$ cat config.mk
export PLATFORM = sky130hd
export DESIGN_NAME = fpx_result_handler
export DESIGN_NICKNAME = d
export VERILOG_FILES = /design/src/rtl/fpx_pkg.sv /design/src/rtl/fpx_ovf_pick.sv /design/src/rtl/fpx_decide.sv /design/src/rtl/fpx_status_reg.sv /design/src/rtl/fpx_result_handler.sv
export SDC_FILE = /design/constraint.sdc
export NUM_CORES = 1
export LEC_CHECK = 0
export BUFFER_PORTS_ARGS = -buffer_cell sky130_fd_sc_hd__buf_2
export CORE_ASPECT_RATIO = 1.2
export CORE_MARGIN = 1.5
export CORE_UTILIZATION = 37
export DETAILED_ROUTE_END_ITERATION = 6
export GPL_ROUTABILITY_DRIVEN = 0
export HOLD_SLACK_MARGIN = 0.02
export PLACE_DENSITY_LB_ADDON = 0.05
export SETUP_SLACK_MARGIN = 0.2
export SLEW_MARGIN = 0
export SYNTH_ARGS = -nofsm -noshare
export SYNTH_HDL_FRONTEND = slang
export SYNTH_SLANG_ARGS = --single-unit
$ cat constraint.sdc
create_clock -name clk -period 1.53 [get_ports clk]
set_input_delay 0.306 -clock clk [delete_from_list [all_inputs] [get_ports clk]]
set_output_delay 0.306 -clock clk [all_outputs]
set_load 0.01 [all_outputs]
$ cat src/rtl/fpx_pkg.sv
package fpx_pkg;
  localparam int XLEN = 32;

  typedef enum logic [1:0] {
    RM_NEAR = 2'b00,
    RM_ZERO = 2'b01,
    RM_PINF = 2'b10,
    RM_MINF = 2'b11
  } rmode_t;

  // sticky flags, ivld at LSB (status bits 7:2)
  typedef struct packed {
    logic unimpl;
    logic ixct;
    logic udf;
    logic ovf;
    logic div0;
    logic ivld;
  } flags_t;

  // trap enables (status bits 22:18)
  typedef struct packed {
    logic ivld;
    logic div0;
    logic ovf;
    logic ixct;
    logic udf;
  } enables_t;

  localparam int RM_LSB   = 0;
  localparam int FLG_LSB  = 2;
  localparam int FLG_W    = $bits(flags_t);
  localparam int EN_LSB   = 18;
  localparam int EN_W     = $bits(enables_t);
  localparam int DN_BIT   = EN_LSB + EN_W;

  localparam logic [30:0] MAG_INF = 31'h7F80_0000;
  localparam logic [30:0] MAG_MAX = 31'h7F7F_FFFF;
endpackage

$ cat src/rtl/fpx_ovf_pick.sv
module fpx_ovf_pick
  import fpx_pkg::*;
#(
  parameter int W = XLEN
) (
  input  logic   sign,
  input  rmode_t rm,
  output logic [W-1:0] value
);
  logic to_inf;

  always_comb begin
    unique case (rm)
      RM_NEAR: to_inf = 1'b1;
      RM_ZERO: to_inf = 1'b0;
      RM_PINF: to_inf = ~sign;
      RM_MINF: to_inf = sign;
      default: to_inf = 1'b1;
    endcase
    value = {sign, (to_inf ? MAG_INF : MAG_MAX)};
  end
endmodule

$ cat src/rtl/fpx_decide.sv
module fpx_decide
  import fpx_pkg::*;
#(
  parameter int W = XLEN
) (
  input  logic     ovf,
  input  logic     udf,
  input  logic     ixct,
  input  logic     div0,
  input  logic     ivld,
  input  logic     sign,
  input  rmode_t   rm,
  input  enables_t en,
  input  logic     dn,
  output flags_t   set,
  output logic     trap,
  output logic     unimpl,
  output logic     we,
  output logic [W-1:0] data
);
  logic ovf_masked, udf_masked, ixct_eff, have_res;
  logic [W-1:0] ovf_val;

  fpx_ovf_pick #(.W(W)) u_pick (
    .sign  (sign),
    .rm    (rm),
    .value (ovf_val)
  );

  always_comb begin
    ovf_masked = ovf & ~en.ovf;
    udf_masked = udf & ~en.udf;
    ixct_eff   = ixct | ovf_masked;
    unimpl     = udf_masked & ~dn;
    trap       = (ovf & en.ovf) | (udf & en.udf) | (ixct_eff & en.ixct)
               | (div0 & en.div0) | (ivld & en.ivld);

    set.ivld   = ivld;
    set.div0   = div0;
    set.ovf    = ovf;
    set.udf    = udf;
    set.ixct   = ixct_eff;
    set.unimpl = unimpl;

    have_res = ovf_masked | (udf_masked & dn);
    we       = have_res & ~trap & ~unimpl;
    if (ovf_masked) data = ovf_val;
    else            data = {sign, {(W-1){1'b0}}};
  end
endmodule

$ cat src/rtl/fpx_status_reg.sv
module fpx_status_reg
  import fpx_pkg::*;
#(
  parameter int W = XLEN
) (
  input  logic         clk,
  input  logic         rst,
  input  logic         wr_en,
  input  logic [W-1:0] wr_data,
  input  logic         upd,
  input  flags_t       set,
  output rmode_t       rm,
  output enables_t     en,
  output logic         dn,
  output logic [W-1:0] rd_data
);
  flags_t   flags_q;
  enables_t en_q;
  rmode_t   rm_q;
  logic     dn_q;
  flags_t   set_g;
  flags_t   flags_base;

  always_comb begin
    set_g      = upd ? set : '0;
    flags_base = wr_en ? flags_t'(wr_data[FLG_LSB +: FLG_W]) : flags_q;
  end

  always_ff @(posedge clk) begin
    if (rst) begin
      flags_q <= '0;
      en_q    <= '0;
      rm_q    <= RM_NEAR;
      dn_q    <= 1'b0;
    end else begin
      flags_q <= flags_base | set_g;
      if (wr_en) begin
        en_q <= enables_t'(wr_data[EN_LSB +: EN_W]);
        rm_q <= rmode_t'(wr_data[RM_LSB +: 2]);
        dn_q <= wr_data[DN_BIT];
      end
    end
  end

  always_comb begin
    rd_data = '0;
    rd_data[RM_LSB +: 2]     = rm_q;
    rd_data[FLG_LSB +: FLG_W] = flags_q;
    rd_data[EN_LSB +: EN_W]   = en_q;
    rd_data[DN_BIT]           = dn_q;
  end

  assign rm = rm_q;
  assign en = en_q;
  assign dn = dn_q;

  assert_sticky_hold_R9: assert property (@(posedge clk) disable iff (rst)
    !$past(wr_en) |-> ((flags_q & $past(flags_q)) == $past(flags_q)));

  assert_set_wins_R10: assert property (@(posedge clk) disable iff (rst)
    ((flags_q & $past(set_g)) == $past(set_g)));
endmodule

$ cat src/rtl/fpx_result_handler.sv
module fpx_result_handler
  import fpx_pkg::*;
#(
  parameter int W = XLEN
) (
  input  logic         clk,
  input  logic         rst,
  input  logic         op_valid,
  input  logic         exc_ovf,
  input  logic         exc_udf,
  input  logic         exc_ixct,
  input  logic         exc_div0,
  input  logic         exc_ivld,
  input  logic         res_sign,
  input  logic         csr_wr_en,
  input  logic [W-1:0] csr_wr_data,
  output logic [W-1:0] csr_rd_data,
  output logic [W-1:0] dst_data,
  output logic         dst_we,
  output logic         trap_req,
  output logic         unimpl_req
);
  rmode_t   rm;
  enables_t en;
  logic     dn;
  flags_t   set;
  logic     d_trap, d_unimpl, d_we;
  logic [W-1:0] d_data;
  logic     valid_q;

  fpx_status_reg #(.W(W)) u_csr (
    .clk     (clk),
    .rst     (rst),
    .wr_en   (csr_wr_en),
    .wr_data (csr_wr_data),
    .upd     (op_valid),
    .set     (set),
    .rm      (rm),
    .en      (en),
    .dn      (dn),
    .rd_data (csr_rd_data)
  );

  fpx_decide #(.W(W)) u_dec (
    .ovf    (exc_ovf),
    .udf    (exc_udf),
    .ixct   (exc_ixct),
    .div0   (exc_div0),
    .ivld   (exc_ivld),
    .sign   (res_sign),
    .rm     (rm),
    .en     (en),
    .dn     (dn),
    .set    (set),
    .trap   (d_trap),
    .unimpl (d_unimpl),
    .we     (d_we),
    .data   (d_data)
  );

  always_ff @(posedge clk) begin
    if (rst) begin
      valid_q    <= 1'b0;
      dst_we     <= 1'b0;
      trap_req   <= 1'b0;
      unimpl_req <= 1'b0;
      dst_data   <= '0;
    end else begin
      valid_q    <= op_valid;
      dst_we     <= op_valid & d_we;
      trap_req   <= op_valid & d_trap;
      unimpl_req <= op_valid & d_unimpl;
      if (op_valid & d_we) dst_data <= d_data;
    end
  end

  assert_idle_quiet_R12: assert property (@(posedge clk) disable iff (rst)
    !valid_q |-> (!dst_we && !trap_req && !unimpl_req));

  assert_trap_no_write_R5: assert property (@(posedge clk) disable iff (rst)
    trap_req |-> !dst_we);

  assert_unimpl_no_write_R8: assert property (@(posedge clk) disable iff (rst)
    unimpl_req |-> !dst_we);

  assert_result_shape_R2: assert property (@(posedge clk) disable iff (rst)
    dst_we |-> (dst_data[W-2:0] == MAG_INF || dst_data[W-2:0] == MAG_MAX
                || dst_data[W-2:0] == '0));
endmodule

==> impl_metrics.py <==
metrics = {
    "cts": {
        "cts_buffers": 3,
        "clk_pin_slew_ns": 0.11,
        "cts.path.max_buffers": 2,
        "clk_latency_ns": 0.29,
        "cts.root.buffer_cell": "clkbuf_4",
        "h-tree-depth": 1,
        "cts_tree": "built",
        "cts_hold_buffers": 0,
        "clock_sinks": 21,
    },
    "grt": {
        "grt_max_degree": 25,
        "grt_pass1_wl_um": 3300,
        "first_global_vias": 773,
        "antenna_found_initial": 0,
        "grt_overflow": 0,
        "grt.total_usage_pct": 11.2,
    },
    "drt": {
        "first_pass_iters": 2,
        "viasPerCell": 4.38,
        "wire_per_inst_um": 10.0,
        "ant_nets": 0,
        "drtIter0Drc": 19,
        "drc": 0,
        "drt_wl_total_um": 2130,
        "vias": 932,
    },
    "placed_design": {
        "dp_cells": 207,
        "placed_area_um2": 1340,
        "dp_slack_ns": 0.140,
        "hpwl_um": 1710,
        "numPortBuffers": 72,
    },
    "min_path": {
        "min_from": "csr_wr_data[18]",
        "hold_class": "in -> reg",
    },
    "setup_path": {
        "rr_startpoint": "u_csr.en[2]$_SDFFE_PP0P_",
        "critPathCaptureType": "flop",
        "setup.worst_path.start": "u_csr.en[2]$_SDFFE_PP0P_",
        "worstSetupStartpointType": "flop",
        "crit_chain": "and2b_4 -> mux2_4 -> nand4_4 -> mux2_4",
        "cp.required_ns": 1.73,
        "critical_path_class": "reg -> reg",
        "max_stage_delay_ns": 0.36,
        "cp.arrival_ns": 1.51,
        "crit_top_cell": "mux2_4",
        "crit_slowest_cell": "dfxtp_2",
        "crit_fanout": 4,
        "path_delay_family": "multiplexers",
        "worst-path-buf-inv": 0,
    },
    "synth": {
        "netlist_area_um2": 1230,
        "yosys_warnings": 0,
        "post_synth_xor_area_fraction_pct": 0.712,
        "yosys.area_share.simple_pct": 12.8,
        "synth_compound_area_share_pct": 5.60,
        "synth_fa_ha_area_share_pct": 0,
        "synth_top_family_by_area": "buffers and inverters",
        "ys_ff_latch": 21,
        "ys_seq_area_share_pct": 34.2,
        "syn_inst": 132,
        "syn_avg_cell_area_um2": 9.32,
        "ys_types": 22,
        "muxShareOfSynthArea_pct": 16.3,
    },
    "sta": {
        "finalCritPeriodShare_pct": 85.8,
        "hold_viol_final": 0,
        "fmax_mhz": 762,
        "fin_skew_ns": 0.00143,
        "whs_ns": 0.236,
        "finalCriticalPeriod_ns": 1.31,
        "final-setup-viol-count": 0,
        "rsz0062_at_grt": "yes",
        "fin_tns_setup_ns": 0,
        "setup_ws_ns": 0.218,
        "slew_violations": 0,
    },
    "final_layout": {
        "layout.cells.non_filler": 213,
        "design_area_um2": 1400,
        "layout_commonest_cell": "buf_2",
        "drive_gt1_share_pct": 50.3,
        "fillers": 325,
        "final_cell_mix": "72 x buf_2, 18 x conb_1, 18 x dfxtp_1",
        "antenna_cells": 0,
        "final_util_pct": 45.1,
        "final_net_count": 220,
        "syn_to_final_growth_pct": 14.1,
    },
    "floorplanning": {
        "die_h_um": 66.2,
        "dieArea_um2": 3680,
        "die_w_um": 55.6,
        "placementRows": 22,
        "start_util_pct": 39.5,
        "num_io_pins": 109,
        "core_area_um2": 3110,
    },
    "status": {
        "status": "finished, final reports clean",
    },
    "run": {
        "drv_cap": 0,
    },
    "pwr": {
        "powerDensity_nw_per_um2": 782,
        "worst_ir_drop_vdd_mv": 0.528,
        "leakagePower_nw": 0.828,
        "report.power.total_mw": 1.10,
    },
}
-- synth_stat cells --
cell / number / share of area [%]
nand2b_1: 6 / 3.1
nand4_4: 1 / 1.7
nand2_1: 6 / 1.8
conb_1: 1 / 0.30
buf_2: 2 / 0.81
nor2_2: 1 / 0.51
nor2b_1: 2 / 1.0
xnor2_1: 1 / 0.71
and2b_4: 1 / 0.81
mux2i_1: 17 / 14
or3b_1: 1 / 0.71
buf_4: 47 / 29
nor3_1: 1 / 0.41
o21ai_0: 1 / 0.41
o21ai_2: 1 / 0.71
o21bai_1: 1 / 0.61
mux2_4: 2 / 2.4
clkbuf_1: 2 / 0.61
nor2_1: 9 / 2.7
a21oi_1: 6 / 2.4
dfxtp_1: 21 / 34
a22o_1: 2 / 1.4
-- registers in the layout, indices dropped and copies added, names as in the netlist --
| name | cells |
|---|---|
| trap_req | 1 |
| dst_we | 1 |
| u_csr.en | 5 |
| dst_data | 4 |
| u_csr.rd_data | 6 |
| u_csr.rm | 2 |
| unimpl_req | 1 |
| u_csr.dn | 1 |
-- worst reg2reg max path: stages (launching register included) --
cell,delay [ns]
dfxtp_2,0.36
and2b_4,0.21
mux2_4,0.27
nand4_4,0.08
mux2_4,0.30
-- layout make-up --
type,instances,area (µm²),area share (%)
Clock buffer,3,22.5,1.60
Clock inverter,1,5.00,0.357
Multi-Input combinational cell,77,518,36.9
Sequential cell,21,427,30.4
Tap cell,36,45.0,3.21
Timing Repair Buffer,75,387,27.5
-- where the power goes --
group	internal (mW)	switching (mW)	leakage (nW)
logic	0.111	0.127	0.636
registers	0.578	0.0215	0.175
clock network	0.0973	0.162	0.0177
total	0.787	0.310	0.828
-- worst paths after layout --
kind | to | slack [ns] | depth (start not counted)
setup / recovery | dst_data[30]$_SDFFE_PP0P_ | 0.22 | 4
hold / removal | u_csr.en[0]$_SDFFE_PP0P_ | 0.24 | 3
setup reg to reg | dst_data[30]$_SDFFE_PP0P_ | 0.22 | 4
hold reg to reg | dst_data[23]$_SDFFE_PP0P_ | 0.49 | 2
-- per-layer routing --
layer  routed length, µm  up-vias  GRT usage, %  share of wire (%)
met4                  14        0          4.57               0.66
met5                   0        -             0                  0
met3                 179        2          1.96                8.4
li1                    -      455             -                  -
met1                 806      423          12.8                 38
met2                1130       52          20.5                 53
-- kinds of logic after synthesis --
| group | Yosys count |
|---|---|
| AOI/OAI and AO/OA | 11 |
| xor gates and xnor gates | 1 |
| buffers and inverters | 51 |
| DFF | 21 |
| muxes | 19 |
| other | 1 |
| and+or+nand+nor | 28 |
-- repair_timing --
| action | in CTS | in global routing |
|---|---|---|
| setup buffers | 0 | 2 |
| gates resized for setup | 2 | 3 |
| setup endpoints to repair | 23 | 4 |
| pin swaps | 0 | 0 |
(Power assumes the default switching activity.)
